**src/rtl/startup_pkg.sv**
```systemverilog
package startup_pkg;
  typedef enum logic [1:0] {
    MODE_IMM   = 2'b00,
    MODE_DELAY = 2'b01,
    MODE_EMUL  = 2'b10,
    MODE_IMM2  = 2'b11
  } mode_e;

  typedef enum logic [1:0] {
    PH_HOLD = 2'b00,
    PH_WAIT = 2'b01,
    PH_EMUL = 2'b10,
    PH_USER = 2'b11
  } phase_e;
endpackage

```
**src/rtl/startup_sync.sv**
```systemverilog
module startup_sync #(
  parameter int W      = 1,
  parameter int STAGES = 2,
  parameter logic [W-1:0] RST_VAL = '0
) (
  input  logic         clk_i,
  input  logic         rst_ni,
  input  logic [W-1:0] d_i,
  output logic [W-1:0] q_o
);
  logic [W-1:0] stg_q [STAGES];

  always_ff @(posedge clk_i or negedge rst_ni) begin
    if (!rst_ni) begin
      for (int i = 0; i < STAGES; i++) stg_q[i] <= RST_VAL;
    end else begin
      stg_q[0] <= d_i;
      for (int i = 1; i < STAGES; i++) stg_q[i] <= stg_q[i-1];
    end
  end

  assign q_o = stg_q[STAGES-1];
endmodule

```
**src/rtl/startup_timer.sv**
```systemverilog
module startup_timer #(
  parameter int DELAY_CYC = 5_000_000
) (
  input  logic clk_i,
  input  logic rst_ni,
  input  logic run_i,
  output logic done_o
);
  localparam int CW = $clog2(DELAY_CYC + 1);
  logic [CW-1:0] cnt_q;

  always_ff @(posedge clk_i or negedge rst_ni) begin
    if (!rst_ni)     cnt_q <= '0;
    else if (!run_i) cnt_q <= '0;
    else if (!done_o) cnt_q <= cnt_q + 1'b1;
  end

  assign done_o = run_i && (cnt_q == CW'(DELAY_CYC - 1));
endmodule

```
**src/rtl/startup_bitcount.sv**
```systemverilog
module startup_bitcount #(
  parameter int BIT_COUNT = 1_000_000
) (
  input  logic clk_i,
  input  logic rst_ni,
  input  logic clear_i,
  input  logic step_i,
  input  logic bit_i,
  output logic last_o,
  output logic parity_o
);
  localparam int CW = $clog2(BIT_COUNT + 1);
  logic [CW-1:0] cnt_q;
  logic          par_q;

  always_ff @(posedge clk_i or negedge rst_ni) begin
    if (!rst_ni) begin
      cnt_q <= '0;
      par_q <= 1'b0;
    end else if (clear_i) begin
      cnt_q <= '0;
      par_q <= 1'b0;
    end else if (step_i) begin
      cnt_q <= last_o ? cnt_q : cnt_q + 1'b1;
      par_q <= par_q ^ bit_i;
    end
  end

  assign last_o   = step_i && (cnt_q == CW'(BIT_COUNT - 1));
  assign parity_o = par_q;
endmodule

```
**src/rtl/startup_seq.sv**
```systemverilog
module startup_seq
  import startup_pkg::*;
#(
  parameter int DELAY_CYC   = 5_000_000,
  parameter int BIT_COUNT   = 1_000_000,
  parameter int SYNC_STAGES = 2
) (
  input  logic       clk_i,
  input  logic       rst_ni,
  input  logic [1:0] mode_i,
  input  logic       cfg_restart_ni,
  input  logic       cfg_clk_i,
  input  logic       cfg_data_i,
  output logic       user_rst_no,
  output logic       conf_done_o,
  output logic       conf_done_oe_o,
  output logic [2:0] status_o
);
  mode_e  mode_q;
  phase_e phase_q, phase_d;
  logic   ncfg_s, data_s, dclk_s, dclk_d;
  logic   dclk_rise, emul_sel, wait_done, bc_last, bc_parity, bc_clear, bc_step;

  // strap capture follows reset level, no reset of its own
  always_ff @(posedge clk_i) begin
    if (!rst_ni) mode_q <= mode_e'(mode_i);
  end

  startup_sync #(.W(3), .STAGES(SYNC_STAGES), .RST_VAL(3'b100)) u_sync (
    .clk_i (clk_i),
    .rst_ni(rst_ni),
    .d_i   ({cfg_restart_ni, cfg_data_i, cfg_clk_i}),
    .q_o   ({ncfg_s, data_s, dclk_s})
  );

  always_ff @(posedge clk_i or negedge rst_ni) begin
    if (!rst_ni) dclk_d <= 1'b0;
    else         dclk_d <= dclk_s;
  end

  assign dclk_rise = dclk_s && !dclk_d;
  assign emul_sel  = (mode_q == MODE_EMUL);
  assign bc_clear  = (phase_q == PH_HOLD) || (emul_sel && !ncfg_s);
  assign bc_step   = (phase_q == PH_EMUL) && ncfg_s && dclk_rise;

  startup_timer #(.DELAY_CYC(DELAY_CYC)) u_timer (
    .clk_i (clk_i),
    .rst_ni(rst_ni),
    .run_i (phase_q == PH_WAIT),
    .done_o(wait_done)
  );

  startup_bitcount #(.BIT_COUNT(BIT_COUNT)) u_bits (
    .clk_i   (clk_i),
    .rst_ni  (rst_ni),
    .clear_i (bc_clear),
    .step_i  (bc_step),
    .bit_i   (data_s),
    .last_o  (bc_last),
    .parity_o(bc_parity)
  );

  always_comb begin
    phase_d = phase_q;
    unique case (phase_q)
      PH_HOLD: begin
        if (mode_q == MODE_DELAY)     phase_d = PH_WAIT;
        else if (mode_q == MODE_EMUL) phase_d = PH_EMUL;
        else                          phase_d = PH_USER;
      end
      PH_WAIT: if (wait_done) phase_d = PH_USER;
      PH_EMUL: if (bc_last)   phase_d = PH_USER;
      PH_USER: if (emul_sel && !ncfg_s) phase_d = PH_EMUL;
      default: phase_d = PH_HOLD;
    endcase
  end

  always_ff @(posedge clk_i or negedge rst_ni) begin
    if (!rst_ni) phase_q <= PH_HOLD;
    else         phase_q <= phase_d;
  end

  assign user_rst_no    = (phase_q == PH_USER);
  assign conf_done_oe_o = (phase_q != PH_USER);
  assign conf_done_o    = 1'b0;
  assign status_o       = {bc_parity, phase_q};
endmodule

```
**config.mk**
```make
export PLATFORM = sky130hd
export DESIGN_NAME = startup_seq
export DESIGN_NICKNAME = d
export VERILOG_FILES = /design/src/rtl/startup_pkg.sv /design/src/rtl/startup_sync.sv /design/src/rtl/startup_timer.sv /design/src/rtl/startup_bitcount.sv /design/src/rtl/startup_seq.sv
export SDC_FILE = /design/constraint.sdc
export NUM_CORES = 1
export LEC_CHECK = 0
export BUFFER_PORTS_ARGS = -buffer_cell sky130_fd_sc_hd__buf_2
export CAP_MARGIN = 20
export CELL_PAD_IN_SITES_DETAIL_PLACEMENT = 2
export CELL_PAD_IN_SITES_GLOBAL_PLACEMENT = 2
export CORE_UTILIZATION = 43
export CTS_CLUSTER_DIAMETER = 100
export CTS_CLUSTER_SIZE = 28
export DETAILED_ROUTE_END_ITERATION = 8
export HOLD_SLACK_MARGIN = 0.03
export PLACE_DENSITY_LB_ADDON = 0.1
export SETUP_SLACK_MARGIN = 0.05
export SLEW_MARGIN = 20
export SYNTH_ARGS = -nofsm -noshare
export SYNTH_HDL_FRONTEND = slang
export SYNTH_SLANG_ARGS = --single-unit
```
**constraint.sdc**
```tcl
create_clock -name clk_i -period 6.15 [get_ports clk_i]
set_clock_uncertainty 0.15 [all_clocks]
set_input_delay 0.615 -clock clk_i [delete_from_list [all_inputs] [get_ports clk_i]]
set_output_delay 0.615 -clock clk_i [all_outputs]
set_load 0.005 [all_outputs]
```
==> results of run 1 <==
sequential cells by signal, indices dropped and copies added (netlist names):
name             flops
u_timer.cnt_q       23
u_bits.cnt_q        20
u_sync.q_o           3
u_sync.stg_q         3
mode_q               2
phase_q              2
dclk_d               1
u_bits.parity_o      1
Yosys cell counts, types with 2 or more instances:
master	n
and2_1	3
o21ai_0	5
ha_1	6
inv_1	9
o211ai_1	5
and3_2	2
dfstp_2	2
edfxtp_1	2
nand3_1	13
or3_2	2
o2111ai_1	2
or3_1	5
o31ai_1	2
nand4_1	7
buf_1	2
o21a_1	8
nand2_1	17
a21oi_1	7
and3_1	5
dfrtp_1	51
mux2i_1	5
and4_1	5
nor4_1	3
nor2_1	35
xor2_1	12
or4_1	4
xnor2_1	16
buf_4	3
buf_2	2
nor3_1	14
worst paths after layout:
| path | start | to | depth (start not counted) |
|---|---|---|---|
| max | u_timer.cnt_q[0]$_DFFE_PN0P_ | phase_q[1]$_DFFE_PN0P_ | 6 |
| min | u_sync.stg_q[4]$_DFF_PN0_ | u_sync.q_o[1]$_DFF_PN0_ | 0 |
| max reg2reg | u_timer.cnt_q[0]$_DFFE_PN0P_ | phase_q[1]$_DFFE_PN0P_ | 6 |
| min reg2reg | u_sync.stg_q[4]$_DFF_PN0_ | u_sync.q_o[1]$_DFF_PN0_ | 0 |
| max in group asynchronous | rst_ni | u_bits.cnt_q[2]$_DFFE_PN0P_ | 2 |
| min in group asynchronous | rst_ni | u_timer.cnt_q[12]$_DFFE_PN0P_ | 2 |
critical path: stages (launching register included):
cell and delay [ps]:
dfrtp_1 410, ha_1 200, and4_1 330, nand2_2 120, nor4_4 680, o221ai_2 250
mux2i_1 170
routing by layer:
| layer | routed length [um] | track usage, % | vias to the layer above |
|---|---|---|---|
| li1 | - | - | 981 |
| met1 | 2720 | 23.6 | 1068 |
| met2 | 3580 | 40.5 | 16 |
| met3 | 97 | 3.74 | 11 |
| met4 | 125 | 7.41 | 0 |
| met5 | 0 | 0 | - |
cell usage in the layout (no fill, tap or decap), types with 2 or more instances in the layout:
master       n
dfrtp_1     51
nor2_1      35
nand2_1     17
xnor2_1     16
nor3_1      14
nand3_1     13
xor2_1      12
buf_2       11
inv_1        9
o21a_1       8
a21oi_1      7
nand4_1      7
ha_1         6
and3_1       5
and4_1       5
o21ai_0      5
or3_1        5
o211ai_1     5
mux2i_1      5
clkbuf_8     5
or4_1        4
and2_1       3
nor4_1       3
o2111ai_1    2
o31ai_1      2
or3_2        2
and3_2       2
clkinvlp_4   2
edfxtp_1     2
dfstp_2      2
metrics by stage:
stage               std cells  hold WS, ps  utilization [%]  power [uW]
floorplan                 274          169                -         449
global placement          351          183             47.4         476
detailed placement        351          186             47.4         480
CTS                       359          210             48.8         687
global route              359          215             48.8         710
finish                    359          207             48.8         675
final cells by class:
| type | instances | area, um2 | area share (%) |
|---|---|---|---|
| Sequential cell | 55 | 1390 | 46.7 |
| Timing Repair Buffer | 12 | 62.6 | 2.10 |
| Tap cell | 75 | 93.8 | 3.15 |
| Multi-Input combinational cell | 200 | 1310 | 44.0 |
| Clock inverter | 3 | 20.0 | 0.673 |
| Clock buffer | 5 | 68.8 | 2.31 |
| Inverter | 9 | 33.8 | 1.13 |
power by group through the flow:
stage / sequential (uW) / clock, uW / combinational [uW]
after floorplan: 398 / 0 / 50.9
after global placement: 401 / 0 / 75.0
after detailed placement: 402 / 0 / 77.2
after CTS: 395 / 213 / 78.8
after global routing: 398 / 223 / 89.1
final: 395 / 203 / 75.8
cell families after synthesis:
logic type | count (synthesis)
other cells | 1
compound gates | 31
flops | 55
buf+inv | 19
mux | 5
fa+ha+maj | 6
simple gates | 129
xor+xnor | 28
==> results.py, run 1 <==
metrics = {
    "timing": {
        "rsz0062_at_grt": "false",
        "fmax_mhz": 412,
        "period_share_pct": 39.5,
        "max_slew_margin_pct": 52.6,
        "hold_viol": 0,
        "tns_ps": 0,
        "slew_violations": 0,
        "setup_viol": 0,
        "final.setup.worst_slack_ps": 3720,
        "worst_pin_slew_ps": 706,
        "min_period_ps": 2430,
    },
    "drt": {
        "route.detailed.vias_per_inst": 5.78,
        "first_pass_iters": 4,
        "ant_nets": 0,
        "drc": 0,
        "vias": 2076,
        "routed_wirelength_um": 6510,
        "drt_iter0_markers": 36,
        "avgRoutedWirePerCell_um": 18.1,
    },
    "critical_path": {
        "critPathRequiredTime_ps": 6190,
        "reg2reg_slack_ps": 3720,
        "end_kind": "flip-flop",
        "crit_fanout": 12,
        "criticalPathCategory": "reg -> reg",
        "startpoint_type": "flip-flop",
        "cp.arrival_ps": 2470,
    },
    "yosys": {
        "syn_nets": 287,
        "synth_edf_count": 2,
        "yosys_warnings": 0,
        "synth_mux_area_share_pct": 1.79,
        "synth-seq-cells": 55,
        "synth-compound-area-share_pct": 7.66,
        "yosys.area.top_type": "dfrtp_1",
        "synth-async-reset-ratio_pct": 96.4,
        "synth_top_cell_area_share_pct": 45.7,
        "syn_inst": 274,
        "synth_seq_area_share_pct": 49.8,
        "synthSimpleGateAreaFrac_pct": 25.8,
        "synthAdderAreaFrac_pct": 2.69,
        "synth.area.top_cells": "dfrtp_1, xnor2_1, nor2_1",
        "ys_types": 50,
        "synthFlopType": "dfrtp_1",
        "synth_top_family_by_area": "simple AND/OR/NAND/NOR gates",
        "synth-xor-area-share_pct": 8.79,
        "synth_area_per_cell_um2": 10.2,
        "netlist_area_mm2": 0.00279,
    },
    "placed_design": {
        "placed_area_mm2": 0.00289,
        "dp_hpwl_um": 4690,
        "port-buffer-count": 11,
        "gp_congestion": 0.713,
        "dp_slack_ps": 3740,
    },
    "clocking": {
        "clock_path_buffers": 2,
        "cts-buffers-inserted": 5,
        "cts-hold-fix-buffers": 0,
        "cts_tree": "done",
        "post_cts_buffers": 0,
        "htreeDepth": 2,
        "clock_latency_ps": 320,
        "cts-root-buf": "clkbuf_8",
        "cts_resized": 0,
        "cts.clk_slew.worst_paths_ps": 100,
        "cts_sinks": 55,
    },
    "hold_path": {
        "min_path_type": "reg -> reg",
    },
    "finish": {
        "area_growth_pct": 6.63,
        "num_antenna_cells": 0,
        "nNetsFinal": 296,
        "finalInstanceArea_mm2": 0.00298,
        "n_fill_cell": 659,
        "layout-drive-gt1-share_pct": 12.3,
    },
    "power_and_ir_drop": {
        "pwr-share-clk_pct": 30.2,
        "power_frac_seq_pct": 58.6,
        "power_density_mw_per_mm2": 227,
        "vdd_drop_max_v": 0.000157,
        "internal_power_uw": 491,
        "power_frac_comb_pct": 11.2,
        "p_sw_uw": 183,
        "p_leak_uw": 0.00124,
        "netSwitchingFraction_pct": 27.2,
    },
    "grt": {
        "grt_pass1_vias": 2268,
        "antenna_found_initial": 0,
        "overflow": 0,
        "grt_pass1_wl_um": 10800,
        "grt_max_degree": 55,
        "grt_usage_pct": 21.3,
    },
    "die": {
        "start_util_pct": 45.8,
        "die_w_um": 82.6,
        "ioPinCount": 13,
        "die_h_um": 82.6,
        "die-area_mm2": 0.00682,
        "rows": 28,
        "core-area_mm2": 0.00610,
    },
    "run": {
        "drv_cap": 0,
    },
    "run_status": {
        "status": "finished, final reports clean",
    },
}
No activity file was read; power rests on OpenSTA's default activity.
==> run 2, diff against run 1 <==
--- a/config.mk
+++ b/config.mk
@@ -9,7 +9,7 @@
 export CAP_MARGIN = 20
 export CELL_PAD_IN_SITES_DETAIL_PLACEMENT = 2
 export CELL_PAD_IN_SITES_GLOBAL_PLACEMENT = 2
-export CORE_UTILIZATION = 43
+export CORE_UTILIZATION = 36
 export CTS_CLUSTER_DIAMETER = 100
 export CTS_CLUSTER_SIZE = 28
 export DETAILED_ROUTE_END_ITERATION = 8
==> constraint.sdc (replaced) <==
create_clock -name clk_i -period 2 [get_ports clk_i]
set_clock_uncertainty 0.15 [all_clocks]
set_input_delay 0.2 -clock clk_i [delete_from_list [all_inputs] [get_ports clk_i]]
set_output_delay 0.2 -clock clk_i [all_outputs]
set_load 0.005 [all_outputs]
==> run 2 against run 1 <==
Net effect:
- the run now ends with negative setup slack left
- cell count increased by 25%
- first-iteration DRC count increased by 92%
- non-clock buffer count grew 62
- cell area up 25%
- sequential power grew to 3.0 times the previous value
- total power rose to 3.5 times the previous value
- sequential share of layout area is 9.3 points lower
- critical path type unchanged
- global-route usage shrank 1.1 points
==> results.py, run 2 (same netlist as run 1, synthesis figures left out) <==
metrics = {
    "finish": {
        "layout_commonest_cell": "buf_4",
        "reg_top3": "u_timer.cnt_q (23), u_bits.cnt_q (20)",
        "area_growth_pct": 33.3,
        "finalInstanceArea_mm2": 0.00372,
        "layout-drive-gt1-share_pct": 33.6,
        "largest_reg_flops": 23,
        "num_antenna_cells": 0,
        "regMostFlops": "u_timer.cnt_q",
        "nNetsFinal": 360,
        "most-common-layout-cells": "buf_4, dfrtp_1, nor2_1, nand2_1, xnor2_1",
        "final_core_util_pct": 50.5,
    },
    "grt": {
        "grt_max_degree": 54,
        "grt_usage_pct": 20.2,
        "overflow": 0,
        "grt_pass1_vias": 2573,
        "grt_pass1_wl_um": 13000,
        "antenna_found_initial": 0,
    },
    "clocking": {
        "clock_latency_ps": 310,
        "cts_sinks": 55,
        "cts-root-buf": "clkbuf_8",
        "cts_tree": "done",
        "cts.clk_slew.worst_paths_ps": 110,
        "clock_path_buffers": 2,
        "htreeDepth": 2,
        "cts-buffers-inserted": 5,
    },
    "critical_path": {
        "worstPathCellList": "nor4bb_2, nand4_1, buf_6, buf_6, o211ai_1, xor2_1, nor2_1",
        "reg2reg_slack_ps": -120,
        "max_stage_delay_ps": 430,
        "cp-startpoint": "u_bits.cnt_q[10]$_DFFE_PN0P_",
        "crit_fanout": 3,
        "r2r_cells": 7,
        "endpoint": "u_bits.cnt_q[2]$_DFFE_PN0P_",
        "cp.arrival_ps": 2170,
        "slowest_stage": "dfrtp_1",
        "cp.buffers_inverters": 2,
        "worst_r2r_endpoint": "u_bits.cnt_q[2]$_DFFE_PN0P_",
        "startpoint_type": "flip-flop",
        "r2r_start": "u_bits.cnt_q[10]$_DFFE_PN0P_",
        "crit_cells": 7,
        "critPathRequiredTime_ps": 2050,
        "cp_common_cell": "buf_6",
        "criticalPathCategory": "reg -> reg",
        "critPathTopFamily": "simple AND/OR/NAND/NOR gates",
        "end_kind": "flip-flop",
    },
    "timing": {
        "max_slew_margin_pct": 52.3,
        "final.setup.worst_slack_ps": -120,
        "period_share_pct": 106,
        "slew_violations": 0,
        "hold_viol": 0,
        "rsz0062_at_grt": "true",
        "holdWs_ps": 220,
        "min_period_ps": 2120,
        "worst_pin_slew_ps": 715,
        "setup_viol": 1,
        "fmax_mhz": 472,
    },
    "die": {
        "rows": 31,
        "core-area_mm2": 0.00737,
        "die-area_mm2": 0.00811,
        "die_h_um": 90.1,
        "start_util_pct": 37.9,
        "ioPinCount": 13,
        "die_w_um": 90.1,
    },
    "drt": {
        "avgRoutedWirePerCell_um": 19.1,
        "route.detailed.vias_per_inst": 5.29,
        "drc": 0,
        "routed_wirelength_um": 8530,
        "vias": 2365,
        "first_pass_iters": 4,
        "ant_nets": 0,
        "drt_iter0_markers": 69,
    },
    "power_and_ir_drop": {
        "vdd_drop_max_v": 0.000375,
        "finalPower_uw": 2380,
        "p_leak_uw": 0.00162,
        "power_density_mw_per_mm2": 640,
    },
    "hold_path": {
        "min_path_type": "reg -> reg",
    },
    "run": {
        "drv_cap": 0,
    },
    "run_status": {
        "violations": "negative setup slack",
        "status": "finished, violations left",
    },
    "placed_design": {
        "dp_slack_ps": -124,
        "dp_hpwl_um": 5110,
        "port-buffer-count": 11,
        "placed_area_mm2": 0.00324,
        "gp_congestion": 0.761,
    },
}
run 2: changes by cell type in the layout (fill, tap and decap cells not counted), moves of 2 or more:
cell	delta
and3_1	-2
buf_4	+50
buf_6	+6
clkinvlp_4	-2
dlygate4sd3_1	+6
ha_1	-3
ha_2	+2
nand3_1	-2
nand3_2	+2
nor3_1	-5
nor3_2	+5
nor4_1	-2
or3_2	-2
or3_4	+2
run 2: cell type report:
class / count / area, um2
Sequential cell: 55 / 1390
Tap cell: 99 / 124
Timing Repair Buffer: 74 / 566
Fill cell: 749 / 3650
Clock inverter: 3 / 42.5
Multi-Input combinational cell: 202 / 1500
Inverter: 9 / 33.8
Clock buffer: 5 / 68.8
run 2: worst min path at each step:
stage	start	endpoint	slack [ps]	cells after the start
2_1_floorplan	rst_ni	dclk_d$_DFF_PN0_	-250	0
3_3_place_gp	cfg_restart_ni	u_sync.stg_q[5]$_DFF_PN1_	160	1
3_5_place_dp	cfg_restart_ni	u_sync.stg_q[5]$_DFF_PN1_	160	1
4_1_cts	u_sync.stg_q[3]$_DFF_PN0_	u_sync.q_o[0]$_DFF_PN0_	220	0
5_1_grt	u_sync.stg_q[5]$_DFF_PN1_	u_sync.q_o[2]$_DFF_PN1_	230	0
6_report	u_sync.stg_q[3]$_DFF_PN0_	u_sync.q_o[0]$_DFF_PN0_	220	0
run 2: per-stage QoR:
stage                     instances  TNS [ps]
final                           447      -120
after global routing            447      -821
after detailed placement        416      -855
after floorplan                 274         0
after CTS                       438         0
after global placement          416         0
run 2: what timing repair did:
| item | 4_1_cts | 5_1_grt |
|---|---|---|
| setup buffers | 6 | 8 |
| resized for setup | 18 | 23 |
| endpoints found under the setup margin | 22 | 31 |
| hold buffers | 6 | 0 |
| gates cloned | 2 | 1 |
| pin swaps | 7 | 19 |
| hold endpoints to repair | 56 | 0 |
run 2: power breakdown:
| part | switching (uW) | total (uW) | leakage (uW) | internal (uW) |
|---|---|---|---|---|
| logic | 205 | 412 | 0.000838 | 207 |
| registers | 28.9 | 1190 | 0.000731 | 1160 |
| clock network | 402 | 776 | 0.0000562 | 375 |
run 2: routing by layer:
metal | global-route usage (%) | wire [um] | up-vias
li1 | - | - | 1106
met1 | 24.0 | 3530 | 1219
met4 | 6.18 | 187 | 0
met5 | 0 | 0 | -
met3 | 3.21 | 159 | 16
met2 | 37.0 | 4650 | 24
